<file path="src/rtl/pwm_pkg.sv">
package pwm_pkg;
  localparam int DIV_W = 17;

  // divider for each 4-bit code; 0 marks a reserved code
  function automatic logic [DIV_W-1:0] div_of(input logic [3:0] code);
    case (code)
      4'h0: div_of = DIV_W'(120);
      4'h1: div_of = DIV_W'(180);
      4'h2: div_of = DIV_W'(240);
      4'h3: div_of = DIV_W'(360);
      4'h4: div_of = DIV_W'(480);
      4'h8: div_of = DIV_W'(12000);
      4'h9: div_of = DIV_W'(24000);
      4'hA: div_of = DIV_W'(36000);
      4'hB: div_of = DIV_W'(48000);
      4'hC: div_of = DIV_W'(72000);
      4'hF: div_of = DIV_W'(1);
      default: div_of = '0;
    endcase
  endfunction
endpackage

</file>
<file path="src/rtl/pwm_regs.sv">
module pwm_regs #(
  parameter int DATA_W = 32,
  parameter int ADDR_W = 2,
  parameter int CNT_W  = 16
) (
  input  logic              clk,
  input  logic              rst,
  input  logic              we,
  input  logic              re,
  input  logic [ADDR_W-1:0] addr,
  input  logic [DATA_W-1:0] wdata,
  output logic [DATA_W-1:0] rdata,
  output logic              en,
  output logic              act_high,
  output logic              gate,
  output logic [3:0]        code,
  output logic [CNT_W-1:0]  prd,
  output logic [CNT_W-1:0]  duty
);
  localparam logic [ADDR_W-1:0] A_CTRL = '0;
  localparam logic [ADDR_W-1:0] A_TIME = ADDR_W'(1);

  always_ff @(posedge clk) begin
    if (rst) begin
      en       <= 1'b0;
      act_high <= 1'b1;
      gate     <= 1'b0;
      code     <= 4'h0;
      prd      <= '0;
      duty     <= '0;
      rdata    <= '0;
    end else begin
      if (we && addr == A_CTRL) begin
        en       <= wdata[0];
        act_high <= wdata[1];
        gate     <= wdata[2];
        if (!gate) code <= wdata[7:4];
      end
      if (we && addr == A_TIME) begin
        prd  <= wdata[2*CNT_W-1:CNT_W];
        duty <= wdata[CNT_W-1:0];
      end
      if (re) begin
        case (addr)
          A_CTRL:  rdata <= DATA_W'({code, 1'b0, gate, act_high, en});
          A_TIME:  rdata <= DATA_W'({prd, duty});
          default: rdata <= '0;
        endcase
      end
    end
  end

  p_code_held_r3: assert property (@(posedge clk) disable iff (rst)
    (we && addr == A_CTRL && gate) |=> $stable(code));
endmodule

</file>
<file path="src/rtl/pwm_prescaler.sv">
module pwm_prescaler #(
  parameter int DIV_W = pwm_pkg::DIV_W
) (
  input  logic       clk,
  input  logic       rst,
  input  logic       run,
  input  logic [3:0] code,
  output logic       tick
);
  logic [DIV_W-1:0] pcnt;
  logic [DIV_W-1:0] div;

  always_comb div = pwm_pkg::div_of(code);

  always_ff @(posedge clk) begin
    if (rst || !run) begin
      pcnt <= '0;
      tick <= 1'b0;
    end else if (pcnt >= div - DIV_W'(1)) begin
      pcnt <= '0;
      tick <= 1'b1;
    end else begin
      pcnt <= pcnt + DIV_W'(1);
      tick <= 1'b0;
    end
  end

  p_no_tick_idle_r5: assert property (@(posedge clk) disable iff (rst)
    !run |=> !tick);
  p_tick_spacing_r4: assert property (@(posedge clk) disable iff (rst)
    (run && tick && div > DIV_W'(1)) |=> !tick);
endmodule

</file>
<file path="src/rtl/pwm_counter.sv">
module pwm_counter #(
  parameter int CNT_W = 16
) (
  input  logic             clk,
  input  logic             rst,
  input  logic             run,
  input  logic             tick,
  input  logic             act_high,
  input  logic [CNT_W-1:0] prd,
  input  logic [CNT_W-1:0] duty,
  output logic             pwm
);
  logic [CNT_W-1:0] cnt;
  logic [CNT_W-1:0] sprd;
  logic [CNT_W-1:0] sduty;
  logic             wrap;

  always_comb wrap = tick && (cnt >= sprd);

  always_ff @(posedge clk) begin
    if (rst) begin
      cnt   <= '0;
      sprd  <= '0;
      sduty <= '0;
      pwm   <= 1'b0;
    end else if (!run) begin
      cnt   <= '0;
      sprd  <= prd;
      sduty <= duty;
      pwm   <= !act_high;
    end else begin
      if (wrap) begin
        cnt   <= '0;
        sprd  <= prd;
        sduty <= duty;
      end else if (tick) begin
        cnt <= cnt + CNT_W'(1);
      end
      pwm <= (cnt < sduty) ? act_high : !act_high;
    end
  end

  p_cnt_bound_r6: assert property (@(posedge clk) disable iff (rst)
    run |-> cnt <= sprd);
  p_idle_rest_r10: assert property (@(posedge clk) disable iff (rst)
    !run |=> (cnt == '0 && pwm == !$past(act_high)));
  p_zero_duty_r7: assert property (@(posedge clk) disable iff (rst)
    (run && sduty == '0) |=> pwm == !$past(act_high));
  p_shadow_hold_r9: assert property (@(posedge clk) disable iff (rst)
    (run && !wrap) |=> ($stable(sprd) && $stable(sduty)));
endmodule

</file>
<file path="src/rtl/pwm_prescaled_channel.sv">
module pwm_prescaled_channel #(
  parameter int DATA_W = 32,
  parameter int ADDR_W = 2,
  parameter int CNT_W  = 16
) (
  input  logic              clk,
  input  logic              rst,
  input  logic              bus_we,
  input  logic              bus_re,
  input  logic [ADDR_W-1:0] bus_addr,
  input  logic [DATA_W-1:0] bus_wdata,
  output logic [DATA_W-1:0] bus_rdata,
  output logic              pwm_o
);
  logic             en, act_high, gate, run;
  logic [3:0]       code;
  logic [CNT_W-1:0] prd, duty;
  logic             tick;

  pwm_regs #(.DATA_W(DATA_W), .ADDR_W(ADDR_W), .CNT_W(CNT_W)) u_regs (
    .clk(clk), .rst(rst), .we(bus_we), .re(bus_re), .addr(bus_addr),
    .wdata(bus_wdata), .rdata(bus_rdata), .en(en), .act_high(act_high),
    .gate(gate), .code(code), .prd(prd), .duty(duty)
  );

  always_comb run = en && gate && (pwm_pkg::div_of(code) != '0);

  pwm_prescaler #(.DIV_W(pwm_pkg::DIV_W)) u_presc (
    .clk(clk), .rst(rst), .run(run), .code(code), .tick(tick)
  );

  pwm_counter #(.CNT_W(CNT_W)) u_cnt (
    .clk(clk), .rst(rst), .run(run), .tick(tick), .act_high(act_high),
    .prd(prd), .duty(duty), .pwm(pwm_o)
  );

  p_gate_off_quiet_r10: assert property (@(posedge clk) disable iff (rst)
    (!gate && $past(!gate)) |-> pwm_o == !$past(act_high));
endmodule

</file>
<file path="config.mk">
export PLATFORM = sky130hd
export DESIGN_NAME = pwm_prescaled_channel
export DESIGN_NICKNAME = d
export VERILOG_FILES = /design/src/rtl/pwm_pkg.sv /design/src/rtl/pwm_regs.sv /design/src/rtl/pwm_prescaler.sv /design/src/rtl/pwm_counter.sv /design/src/rtl/pwm_prescaled_channel.sv
export SDC_FILE = /design/constraint.sdc
export NUM_CORES = 1
export LEC_CHECK = 0
export ABC_AREA = 1
export CAP_MARGIN = 15
export CORE_ASPECT_RATIO = 1.2
export CORE_MARGIN = 2
export CORE_UTILIZATION = 55
export DETAILED_ROUTE_END_ITERATION = 10
export GPL_ROUTABILITY_DRIVEN = 0
export HOLD_SLACK_MARGIN = 0.12
export PLACE_DENSITY = 0.75
export SLEW_MARGIN = 20
export SYNTH_ARGS = -nofsm -noshare
export SYNTH_HDL_FRONTEND = slang
export SYNTH_SLANG_ARGS = --single-unit
</file>
<file path="constraint.sdc">
create_clock -name clk -period 3.3 [get_ports clk]
set_clock_uncertainty 0.2 [all_clocks]
set_input_delay 0.66 -clock clk [delete_from_list [all_inputs] [get_ports clk]]
set_output_delay 0.66 -clock clk [all_outputs]
set_load 0.01 [all_outputs]
</file>
* Yosys cells after proc, flatten, opt, wreduce, memory -nomap -nowiden *
Memory sizes are Yosys's and may differ from the RTL's. A register that Yosys moved wholly into a read port is not among the register bits.
Index checks and enable logic that the tools add are counted.

storage, ports and cells
  memories = 2
  bits in read-only memories = 512
  input port bits = 38
  register bits = 138
  output and inout port bits = 33

memories
  memory           depth  width  rd ports  clocked after Yosys merged registers in  write ports  RTL line      RTL
  (no name shown)  16     16     1         1                                        0            pwm_pkg.sv:6  case (code)
  (no name shown)  16     16     1         1                                        0            pwm_pkg.sv:6

cells by class
  bitwise gates (word level) = 2
  muxes and demuxes = 12
  magnitude comparators = 3
  equal/unequal tests = 2
  $add $sub $neg = 3
  reduce and logical (&&, ||, !) cells = 13

operators by type and width
  cell                   count
  $mux 16                4
  $pmux 32 s2            1
  $add 17x1->17 const B  1
  $ge 17x17->1           1
  $reduce_bool 17->1     1
  $sub 17x1->17 const B  1
  $add 16x1->16 const B  1
  $ge 16x16->1           1
  $lt 16x16->1           1
  $mux 4                 4
  $logic_and 1x1->1      5
  $mux 1                 3
  $reduce_or 3->1        1
  $eq 2x1->1 const B     1
  $logic_not 1->1        2
  $logic_not 2->1        1
  $ne 2x2->1 const B     1
  $not 1->1              2
  $reduce_and 2->1       1
  $reduce_or 2->1        1
  $logic_or 1x1->1       1

* Longest topological paths before layout *
  word-level depth = 5
  gate-level depth with buffers = 16
  gate-level depth less buffers = 16

* By module *
Synthesis repeated with hierarchy kept, for this count alone.

unflattened totals
  cells, all modules = 1102
  area, all modules = 7937.6 sq um

modules (own cells, without submodules)
  module                 seq. area each (sq um)  times used  cells an instance  area an instance (sq um)
  pwm_counter            980.9                   1           415                3210.6
  pwm_regs               1421.4                  1           427                2916.5
  pwm_prescaler          360.3                   1           247                1742.9
  pwm_prescaled_channel  0.0                     1           13                 67.6

* Worst setup path after synthesis *
OpenSTA, ideal clock, no wires.

  path type = flip-flop to flip-flop
  from = register, netlist name u_presc.div[0]
  to = register u_presc.pcnt[0]
  setup time = 0.123 ns
  setup slack = 0.682 ns
  stages on the path, launching flop included = 16
  data arrival time = 2.295 ns
  buffers on the path = 1
  path through = dfxtp_1 -> inv_1 -> nand4_1 -> nor2_1 -> nand3b_1 -> nor3_1 -> xnor2_1 -> ha_1 -> nand2_1 -> inv_1 -> nand3_1 -> nor2_1 -> nand4_1 -> nand4_2 -> buf_2 -> nor3_1

between the ends
  cells in the longest elaborated chain, start to end = 3

ends and longest elaborated chain
  what                              RTL line             RTL
  $sub 17x1->17                     pwm_prescaler.sv:19  end else if (pcnt >= div - DIV_W'(1)) begin
  $ge 17x17->1                      pwm_prescaler.sv:19
  $reduce_or 2->1 (no source line)  -
  to (signal assigned)              pwm_prescaler.sv:23  pcnt <= pcnt + DIV_W'(1);
  to (decl)                         pwm_prescaler.sv:10  logic [DIV_W-1:0] pcnt;

No other way between the ends.
A chain may end at the register's enable or synchronous reset.

* Worst setup path in the final report *
  from = register, netlist name u_presc.div[0]
  to = register u_presc.tick

between the ends
  cells in the longest elaborated chain, start to end = 3

ends and longest elaborated chain
  what                  RTL line             RTL
  $sub 17x1->17         pwm_prescaler.sv:19
  $ge 17x17->1          pwm_prescaler.sv:19
  $mux 1                pwm_prescaler.sv:19
  to (signal assigned)  pwm_prescaler.sv:18  tick <= 1'b0;
  to (signal assigned)  pwm_prescaler.sv:21  tick <= 1'b1;
  to (signal assigned)  pwm_prescaler.sv:24  tick <= 1'b0;
  to (decl)             pwm_prescaler.sv:8   output logic tick

No other way between the ends.

==> impl_metrics.tcl <==
set metrics [dict create \
    yosysWarnings 0 \
    synth_area_mm2 0.00766 \
    clockRootBuffer "clkbuf_16" \
    antenna_found_initial 0 \
    crit_required_ns 3.46 \
    hold_class "flop to flop" \
    rr_endpoint "u_presc.tick" \
    yosysSeqAreaShare 0.400 \
    register_area_mm2 0.00306 \
    critical_path_class "flop to flop" \
    finalCritPeriodShare 0.859 \
    grt_max_degree 81 \
    tritoncts "built" \
    synth_largest_area_cell "dfxtp_1" \
    path_cells "inv_1 > nand4_1 > nor2_1 > nand3b_1 > nor3_1 > xnor2_1 > ha_1 > nand2_1 > inv_1 > nand3_1 > nor2_1 > nand4_1 > nand4_2 > buf_4 > nand3_1 > inv_1" \
    p_switching_mw 1.05 \
    numClockSinks 153 \
    die_area_mm2 0.0149 \
    hold_ws_ns 0.284 \
    grt_pass1_wl_mm 29.2 \
    p_clk_frac 0.443 \
    synth_area_leaders "dfxtp_1 40%, nand2_1 9.0%, ha_1 9.0%" \
    grt_usage 0.238 \
    r2r_start "u_presc.div[0]" \
    crit_arrival_ns 3.00 \
    drv_slew 0 \
    layout.nets 1166 \
    finalCriticalPeriod_ns 2.83 \
    ys_top_cells_by_count "184 x nand2_1, 153 x dfxtp_1, 116 x a21oi_1" \
    max_stage_delay_ns 0.32 \
    first_pass_iters 5 \
    synth_top_cell_area_share 0.400 \
    async_reset_ff_frac 0 \
    outcome "completed" \
    path_buf_inv 4 \
    num_io_pins 71 \
    wl_per_cell_um 13.7 \
    hpwl_mm 11.8 \
    p_total_mw 4.18 \
    diodes 0 \
    drtIter0Drc 404 \
    path_common_cell "inv_1" \
    syn_inst 1022 \
    tightest_slew_ns 0.622 \
    synth_edf_count 0 \
    area_growth_pct 17.4 \
    crit_fanout 18 \
    fill_cells 1206 \
    multiInputGateArea_mm2 0.00393 \
    comb_power_share 0.092 \
    clock_path_buffers 2 \
    p_per_area_mw_per_mm2 465 \
    drive_above_1_share 0.0737 \
    slew_headroom 0.586 \
    drcViolationCount 0 \
    avgViaCountPerCell 5.18 \
    startpoint "u_presc.div[0]" \
    p_leak_nw 3.63 \
    synth-seq-cells 153 \
    crit_path_end "u_presc.tick" \
    start_util 0.559 \
    cp-start-kind "flop" \
    maxCapViolCount 0 \
    syn_area_per_cell_um2 7.49 \
    path_depth 16 \
    cts_made_buffers 17 \
    yosysMostFrequentCell "nand2_1" \
    rsz0062_at_grt "false" \
    gr-total-overflow 0 \
    portBuffers 70 \
    core_mm2 0.0137 \
    vias 6500 \
    cp_top_family "simple AND/OR/NAND/NOR gates" \
    fmax_ghz 0.353 \
    cts.clk_slew.worst_paths_ns 0.06 \
    syn_nets 1115 \
    hold_buffers 0 \
    rr_worst_depth 16 \
    ys_types 35 \
    hold_viol_final 0 \
    dieHeight_um 133 \
    synth_flop_cell "dfxtp_1" \
    final.setup.tns_ns 0 \
    htree_num_levels 4 \
    insertion_delay_ns 0.42 \
    std_cell_rows 47 \
    post_cts_resized 0 \
    totalWireLength_mm 17.2 \
    p_int_mw 3.13 \
    die_w_um 112 \
    crit_slowest_cell "dfxtp_1" \
    worst-r2r-setup-slack_ns 0.47 \
    detail-route-antenna-nets 0 \
    grt_pass1_vias 6044 \
    cp-end-kind "flop" \
    pwr-share-seq 0.466 \
    ir_worst_vdd_mv 0.332 \
    p_sw_frac 0.251 \
    post-cts-setup-buffers 0 \
    setup_viol 0 \
]
[stage by stage]
stage          utilization  cells  setup WS [ns]  cell area, um2
2_1_floorplan            -   1022          0.682            7660
3_3_place_gp         0.615   1225          0.378            8430
3_5_place_dp         0.615   1225          0.290            8430
4_1_cts              0.656   1256          0.434            8990
5_1_grt              0.656   1256         0.0728            8990
6_report             0.656   1256          0.465            8990
[layer usage]
metal | vias up | global-route usage | routed length (um) | part of all wire
met4 | 0 | 0.0727 | 199 | 0.012
met2 | 138 | 0.358 | 7710 | 0.45
met5 | - | 0 | 0 | 0
met3 | 20 | 0.0537 | 793 | 0.046
met1 | 2900 | 0.341 | 8470 | 0.49
li1 | 3442 | - | - | -
[cell families after synthesis]
family | share of synthesized area
adders and majority gates | 0.0899
AOI/OAI and AO/OA | 0.129
and+or+nand+nor | 0.251
buffers and inverters | 0.0877
DFF | 0.400
xor gates and xnor gates | 0.0423
[final cells by class]
type	count	share of cell area
flip-flops and latches	153	0.341
clock inverters	13	0.0134
well taps	171	0.0238
multi-input cells	704	0.438
inverters	118	0.0493
repair buffers	79	0.0863
clock buffers	18	0.0489
[flip-flops by register name, indices dropped and copies added, names as in the netlist, 4 cells and up]
register / cells
u_regs.code: 4
u_presc.div: 15
u_presc.pcnt: 17
u_regs.rdata: 32
u_cnt.sprd: 16
u_cnt.cnt: 16
u_cnt.sduty: 16
u_regs.prd: 16
u_regs.duty: 16
[power groups by stage]
stage | clock network [mW] | registers, mW | logic, mW
floorplan | 0 | 1.99 | 0.228
global placement | 0 | 1.99 | 0.373
detailed placement | 0 | 1.99 | 0.378
CTS | 1.87 | 1.95 | 0.383
global route | 1.96 | 1.95 | 0.433
finish | 1.85 | 1.95 | 0.383
[worst min-delay path: cells and delay by family (launching register included)]
family | cells | cell delay [ns]
flops | 1 | 0.31
buf+inv | 1 | 0.07
compound gates | 1 | 0.06
[cell usage in the layout, fill, tap and decap left out, drive strengths merged]
cell type	Yosys	final
a21o	3	3
a21oi	117	117
buf	23	10
bufinv	0	1
clkbuf	24	18
clkdlybuf4s50	0	69
clkinv	2	7
clkinvlp	0	3
dfxtp	153	153
ha	55	55
inv	116	120
nand2	190	190
nand3	80	80
nand3b	2	2
nand4	15	15
nor2	112	112
nor3	26	26
nor3b	1	1
o211ai	4	4
o21a	3	3
o21ai	51	51
o221ai	7	7
or2	1	1
xnor2	13	13
xor2	24	24
[worst min-delay path by stage]
stage	start	cells after the start	slack [ns]	to
after floorplan	u_regs.duty[4]	2	0.24	u_regs.duty[4]
after global placement	u_regs.duty[10]	2	0.27	u_regs.duty[10]
after detailed placement	u_regs.prd[12]	2	0.27	u_regs.rdata[28]
after CTS	u_regs.duty[10]	2	0.28	u_regs.duty[10]
after global routing	u_regs.duty[9]	2	0.30	u_regs.duty[9]
final	u_regs.en	2	0.28	u_regs.en
No activity file was read; power rests on OpenSTA's default activity.
